`config.mk`:
```
export PLATFORM = sky130hd
export DESIGN_NAME = fault_guard
export DESIGN_NICKNAME = d
export VERILOG_FILES = /design/src/rtl/fault_pkg.sv /design/src/rtl/fg_scan_wdog.sv /design/src/rtl/fg_therm_latch.sv /design/src/rtl/fg_mon_hold.sv /design/src/rtl/fault_guard.sv
export SDC_FILE = /design/constraint.sdc
export NUM_CORES = 1
export LEC_CHECK = 0
export BUFFER_PORTS_ARGS = -buffer_cell sky130_fd_sc_hd__buf_2
export CAP_MARGIN = 30
export CORE_MARGIN = 2
export CORE_UTILIZATION = 49
export DETAILED_ROUTE_END_ITERATION = 8
export PLACE_DENSITY = 0.79
export SLEW_MARGIN = 10
export SYNTH_ARGS = -nofsm -noshare
export SYNTH_HDL_FRONTEND = slang
export SYNTH_SLANG_ARGS = --single-unit
```
`constraint.sdc`:
```
create_clock -name clk -period 2.3 [get_ports clk]
set_input_delay 0.46 -clock clk [delete_from_list [all_inputs] [get_ports clk]]
set_output_delay 0.46 -clock clk [all_outputs]
set_load 0.02 [all_outputs]
```
`src/rtl/fault_pkg.sv`:
```
package fault_pkg;

    typedef logic [3:0] mon_code_t;

    localparam mon_code_t CODE_IDLE     = 4'b0000;
    localparam mon_code_t CODE_FORCE_F1 = 4'b1110;
    localparam mon_code_t CODE_FORCE_F2 = 4'b1111;

    // True for codes that select a comparator threshold
    function automatic logic code_compares(input mon_code_t c);
        return (c != CODE_IDLE) && (c != CODE_FORCE_F1) && (c != CODE_FORCE_F2);
    endfunction

endpackage

```
`src/rtl/fg_scan_wdog.sv`:
```
module fg_scan_wdog #(
    parameter int SYNC_STAGES = 2,
    parameter int TIMEOUT     = 500000
) (
    input  logic clk,
    input  logic rst_n,
    input  logic scan_trig,
    input  logic wd_off,
    output logic wd_trip
);
    localparam int CW = $clog2(TIMEOUT + 1);
    localparam logic [CW-1:0] LAST = CW'(TIMEOUT - 1);

    typedef struct packed {
        logic [SYNC_STAGES-1:0] sync;
        logic                   prev;
        logic [CW-1:0]          cnt;
        logic                   trip;
    } wd_state_t;

    wd_state_t st_d, st_q;
    logic      sample;
    logic      level_moved;

    assign sample      = st_q.sync[SYNC_STAGES-1];
    assign level_moved = sample ^ st_q.prev;

    always_comb begin
        st_d      = st_q;
        st_d.sync = SYNC_STAGES'({st_q.sync, scan_trig});
        st_d.prev = sample;
        if (wd_off || level_moved) begin
            st_d.cnt  = '0;
            st_d.trip = 1'b0;
        end else if (st_q.cnt == LAST) begin
            st_d.trip = 1'b1;
        end else begin
            st_d.cnt  = st_q.cnt + 1'b1;
        end
    end

    always_ff @(posedge clk or negedge rst_n) begin
        if (!rst_n) st_q <= '0;
        else        st_q <= st_d;
    end

    assign wd_trip = st_q.trip;

    // a trip only begins when the idle count has reached its final value
    a_r1_trip_at_limit: assert property (@(posedge clk) disable iff (!rst_n)
        $rose(st_q.trip) |-> $past(st_q.cnt) == LAST);

    // a detected level change releases the trip on the next edge
    a_r2_edge_recovers: assert property (@(posedge clk) disable iff (!rst_n)
        level_moved |=> !st_q.trip);

    // disable keeps the counter idle and the trip clear
    a_r4_disable_quiet: assert property (@(posedge clk) disable iff (!rst_n)
        wd_off |=> (!st_q.trip && st_q.cnt == '0));

endmodule

```
`src/rtl/fg_therm_latch.sv`:
```
module fg_therm_latch (
    input  logic clk,
    input  logic rst_n,
    input  logic therm_en,
    input  logic over_temp,
    output logic therm_trip
);
    typedef struct packed {
        logic hot;
    } th_state_t;

    th_state_t st_d, st_q;

    always_comb begin
        st_d = st_q;
        if (!therm_en)      st_d.hot = 1'b0;
        else if (over_temp) st_d.hot = 1'b1;
    end

    always_ff @(posedge clk or negedge rst_n) begin
        if (!rst_n) st_q <= '0;
        else        st_q <= st_d;
    end

    assign therm_trip = st_q.hot;

    // once latched with the enable high, the trip persists
    a_r5_latch_holds: assert property (@(posedge clk) disable iff (!rst_n)
        (therm_en && st_q.hot) |=> st_q.hot);

    // enable low clears the latch
    a_r6_enable_clears: assert property (@(posedge clk) disable iff (!rst_n)
        !therm_en |=> !st_q.hot);

endmodule

```
`src/rtl/fg_mon_hold.sv`:
```
module fg_mon_hold
    import fault_pkg::*;
#(
    parameter int NCH = 16
) (
    input  logic           clk,
    input  logic           rst_n,
    input  logic [NCH-1:0] cmp_low,
    input  logic [NCH-1:0] ch_on,
    input  logic           blank,
    input  mon_code_t      mon_code,
    output logic           force_f1,
    output logic           flag2_pull,
    output mon_code_t      thr_sel
);
    typedef struct packed {
        logic held;
    } mh_state_t;

    mh_state_t      st_d, st_q;
    logic [NCH-1:0] ch_fault;
    logic           any_fault;

    generate
        for (genvar i = 0; i < NCH; i++) begin : g_ch
            assign ch_fault[i] = cmp_low[i] & ch_on[i];
        end
    endgenerate

    assign any_fault = |ch_fault;

    always_comb begin
        st_d = st_q;
        if (!blank) st_d.held = any_fault;
    end

    always_ff @(posedge clk or negedge rst_n) begin
        if (!rst_n) st_q <= '0;
        else        st_q <= st_d;
    end

    always_comb begin
        force_f1   = (mon_code == CODE_FORCE_F1);
        thr_sel    = code_compares(mon_code) ? mon_code : CODE_IDLE;
        flag2_pull = 1'b0;
        if (mon_code == CODE_FORCE_F2)     flag2_pull = 1'b1;
        else if (code_compares(mon_code))  flag2_pull = st_q.held;
    end

    // blank high freezes the held result
    a_r9_blank_holds: assert property (@(posedge clk) disable iff (!rst_n)
        blank |=> $stable(st_q.held));

    // idle code and flag-1 test code leave flag 2 released
    a_r10_idle_release: assert property (@(posedge clk) disable iff (!rst_n)
        (mon_code == CODE_IDLE || mon_code == CODE_FORCE_F1) |-> !flag2_pull);

endmodule

```
`src/rtl/fault_guard.sv`:
```
module fault_guard
    import fault_pkg::*;
#(
    parameter int NCH           = 16,
    parameter int SYNC_STAGES   = 2,
    parameter int BASE_CYCLES   = 500000,
    parameter int EXTEND_CYCLES = 0
) (
    input  logic           clk,
    input  logic           rst_n,
    input  logic           scan_trig,
    input  logic           wd_off,
    input  logic           therm_en,
    input  logic           over_temp,
    input  logic [NCH-1:0] cmp_low,
    input  logic [NCH-1:0] ch_on,
    input  logic           blank,
    input  logic [3:0]     mon_code,
    output logic           shutdown,
    output logic           fault1_oe,
    output logic           fault1_n,
    output logic           fault2_oe,
    output logic           fault2_n,
    output logic [3:0]     thr_sel
);
    localparam int TIMEOUT = BASE_CYCLES + EXTEND_CYCLES;

    logic wd_trip;
    logic therm_trip;
    logic force_f1;
    logic flag2_pull;

    fg_scan_wdog #(
        .SYNC_STAGES (SYNC_STAGES),
        .TIMEOUT     (TIMEOUT)
    ) u_wdog (
        .clk       (clk),
        .rst_n     (rst_n),
        .scan_trig (scan_trig),
        .wd_off    (wd_off),
        .wd_trip   (wd_trip)
    );

    fg_therm_latch u_therm (
        .clk        (clk),
        .rst_n      (rst_n),
        .therm_en   (therm_en),
        .over_temp  (over_temp),
        .therm_trip (therm_trip)
    );

    fg_mon_hold #(
        .NCH (NCH)
    ) u_mon (
        .clk        (clk),
        .rst_n      (rst_n),
        .cmp_low    (cmp_low),
        .ch_on      (ch_on),
        .blank      (blank),
        .mon_code   (mon_code),
        .force_f1   (force_f1),
        .flag2_pull (flag2_pull),
        .thr_sel    (thr_sel)
    );

    assign shutdown  = wd_trip | therm_trip;
    assign fault1_oe = shutdown | force_f1;
    assign fault2_oe = flag2_pull;
    assign fault1_n  = ~fault1_oe;
    assign fault2_n  = ~fault2_oe;

    // any shutdown pulls flag 1
    a_r7_shutdown_flags: assert property (@(posedge clk) disable iff (!rst_n)
        shutdown |-> fault1_oe);

    // the flag-2 test code always pulls flag 2
    a_r10_force_f2: assert property (@(posedge clk) disable iff (!rst_n)
        (mon_code == CODE_FORCE_F2) |-> fault2_oe);

    // resolved level is never the same as the pull enable
    a_r11_levels: assert property (@(posedge clk) disable iff (!rst_n)
        (fault1_n != fault1_oe) && (fault2_n != fault2_oe));

endmodule

```
==> flow_summary.yaml <==
run_status:
  outcome: "finished, final reports clean"
clock_tree:
  cts_setup_buffers: 0
  htreeDepth: 1
  insertion_delay_ps: 320
  cts_buffers: 3
  cts.sinks: 25
  clk_pin_slew_ps: 130
  ctsResizeCount: 0
  cts_tree: "done"
  root_buffer: "clkbuf_4"
  clk_path_buf_depth: 2
  hold_buffers: 0
detailed_routing:
  routedWlPerCell_um: 14.9
  dr.pass1.iters: 4
  viasPerCell: 5.95
  ant_nets: 0
  vias: 1381
  drcViolationCount: 0
  drt-initial-drc-count: 61
  routed_wl_um: 3460
timing:
  min_period_over_period: 0.849
  finalSetupTns_ps: 0
  min_period_ps: 1950
  hold_ws_ps: 93.5
  slew_headroom: 0.650
  tightestPinTransition_ps: 525
  fmax_mhz: 512
  skew_ps: 7.69
  rsz0062_at_grt: "no"
  hold_viol: 0
  setup_ws_ps: 348
  setup_viol: 0
  drv_slew: 0
final_layout:
  fin_cells: 232
  area_growth_pct: 20.7
  num-nets-final: 246
  nFillCells: 237
  postLayoutCellArea_mm2: 0.00170
  diodes: 0
  drive_gt1_frac: 0.308
synthesis:
  synth_area_mm2: 0.00141
  synth_xor_area_frac: 0.0684
  synth_mux_area_frac: 0.0151
  ys.warnings.count: 0
  synth-seq-cells: 25
  synth_simple_gate_area_frac: 0.277
  synth.distinct_cells: 38
  ys_seq_area_frac: 0.444
  synth_compound_area_frac: 0.158
  syn_nets: 195
  synth-adder-area-share: 0.00888
  synth_area_per_cell_um2: 9.33
  synthFlopType: "dfrtp_1"
  async_reset_ff_frac: 1.00
  synth_top_family_by_area: "simple AND/OR/NAND/NOR gates"
  synth_edf_count: 0
  synthCells: 151
setup_path:
  critPathMaxStageDelay_ps: 400
  worstPathCellList: "or2_2 -> or2_2 -> inv_1 -> buf_2"
  critPathBufInv: 2
  crit_path_max_fanout: 2
  arrival_ps: 1490
  critPathLaunchType: "flop"
  critPathCaptureType: "primary output"
  cp_slowest_cell: "dfrtp_1"
  required_ps: 1840
  cp_common_cell: "or2_2"
  critical-path-top-delay-family: "simple AND/OR/NAND/NOR gates"
  crit_type: "flop to primary output"
pwr:
  pwr_density_cell_mw_per_mm2: 445
  peakVddDrop_mv: 0.473
  p_leak_nw: 0.743
placement:
  placed_area_mm2: 0.00167
  place.port_buffers: 51
  pre_cts_slack_ps: 441
  dp.final_hpwl_um: 2690
  place_congestion: 0.864
  placed_cells: 228
global_route:
  grt_max_degree: 26
  overflow: 0
  grt_pass1_wl_um: 5650
  grt_pass1_vias: 1320
  antenna_found_initial: 0
  grt_usage: 0.217
job:
  max_cap_violations: 0
floorplan:
  die_w_um: 57.6
  core_mm2: 0.00273
  start_util: 0.515
  num_rows: 19
  fp.dieH_um: 57.6
  pin_count: 52
  die-area_mm2: 0.00332
worst_hold_path:
  hp-class: "input pin to async pin"
-- placed cells by master (no fill, tap or decap), drive strengths merged, types with 2 or more instances in the layout --
master   n
nand3   10
a21oi    5
or3      2
and4     5
nor4     5
nor2    16
dfrtp   25
nand2    8
buf     51
xor2     5
o21a     2
or2      3
xnor2    6
o21ai    5
inv      3
a221oi   4
and2     3
nor3     7
a21boi   4
clkbuf   4
a31oi    4
a22o     4
nand4   10
-- cells in the mapped netlist, types with 2 or more instances --
library cell	n	area [µm²]
dfrtp_1	25	626
nor2_1	16	60.1
nand3_1	10	50.1
nand4_1	10	62.6
nand2_1	7	26.3
nor3_1	7	35.0
xnor2_1	6	52.6
a21oi_1	5	25.0
nor4_1	5	31.3
o21ai_0	5	25.0
xor2_1	5	43.8
a21boi_0	4	30.0
a221oi_1	4	35.0
a22o_1	4	35.0
a31oi_1	4	25.0
and4_1	4	35.0
inv_1	3	11.3
or2_2	3	18.8
and2_1	2	12.5
clkbuf_1	2	7.51
o21a_1	2	15.0
or3_1	2	12.5
-- where the power goes --
part / internal [mW] / leakage (nW) / switching [mW]
combinational: 0.0521 / 0.394 / 0.0609
sequential: 0.446 / 0.335 / 0.00474
clock: 0.0680 / 0.0150 / 0.124
total: 0.566 / 0.743 / 0.190
-- registers in the layout (all words and copies together) (netlist names) --
name / cells
u_wdog.sample: 1
u_mon.st_q: 1
u_wdog.st_d: 1
u_therm.therm_trip: 1
u_wdog.wd_trip: 1
u_wdog.st_q: 20
-- layer usage --
layer | share of wire | routed length (µm) | track usage | up-vias
li1 | - | - | - | 670
met1 | 0.42 | 1460 | 0.282 | 665
met2 | 0.51 | 1780 | 0.369 | 42
met3 | 0.057 | 196 | 0.0469 | 4
met4 | 0.0075 | 26 | 0.0598 | 0
met5 | 0 | 0 | 0 | -
-- metrics by stage --
stage               power [mW]  utilization
floorplan                0.509            -
global placement         0.568        0.612
detailed placement       0.573        0.612
CTS                      0.762        0.622
global route             0.789        0.622
finish                   0.756        0.622
-- layout make-up --
cell class,count,area [µm²],share of cell area
Inverter,3,11.3,0.00662
Clock buffer,4,26.3,0.0155
Multi-Input combinational cell,118,743,0.437
Tap cell,31,38.8,0.0228
Sequential cell,25,626,0.368
Timing Repair Buffer,51,255,0.150
-- final timing paths --
path | startpoint | end | slack, ps | depth (start not counted)
max reg2reg | u_wdog.st_q[1] | u_wdog.st_q[19] | 410 | 5
min in group clk | scan_trig | u_wdog.st_d[22] | 250 | 1
max | u_therm.therm_trip | fault1_n | 350 | 4
min reg2reg | u_wdog.st_d[22] | u_wdog.sample | 360 | 0
max in group asynchronous | rst_n | u_wdog.st_q[11] | 1850 | 1
min | rst_n | u_wdog.wd_trip | 90 | 1
-- cells by family (layout without fill, tap and decap cells) --
| group | count (synthesis) | in the layout |
|---|---|---|
| simple gates | 72 | 72 |
| fa+ha+maj | 1 | 1 |
| xor+xnor | 11 | 11 |
| compound gates | 32 | 32 |
| mux | 2 | 2 |
| flops | 25 | 25 |
| buf+inv | 8 | 58 |
Power figures use the tool's default switching activity.
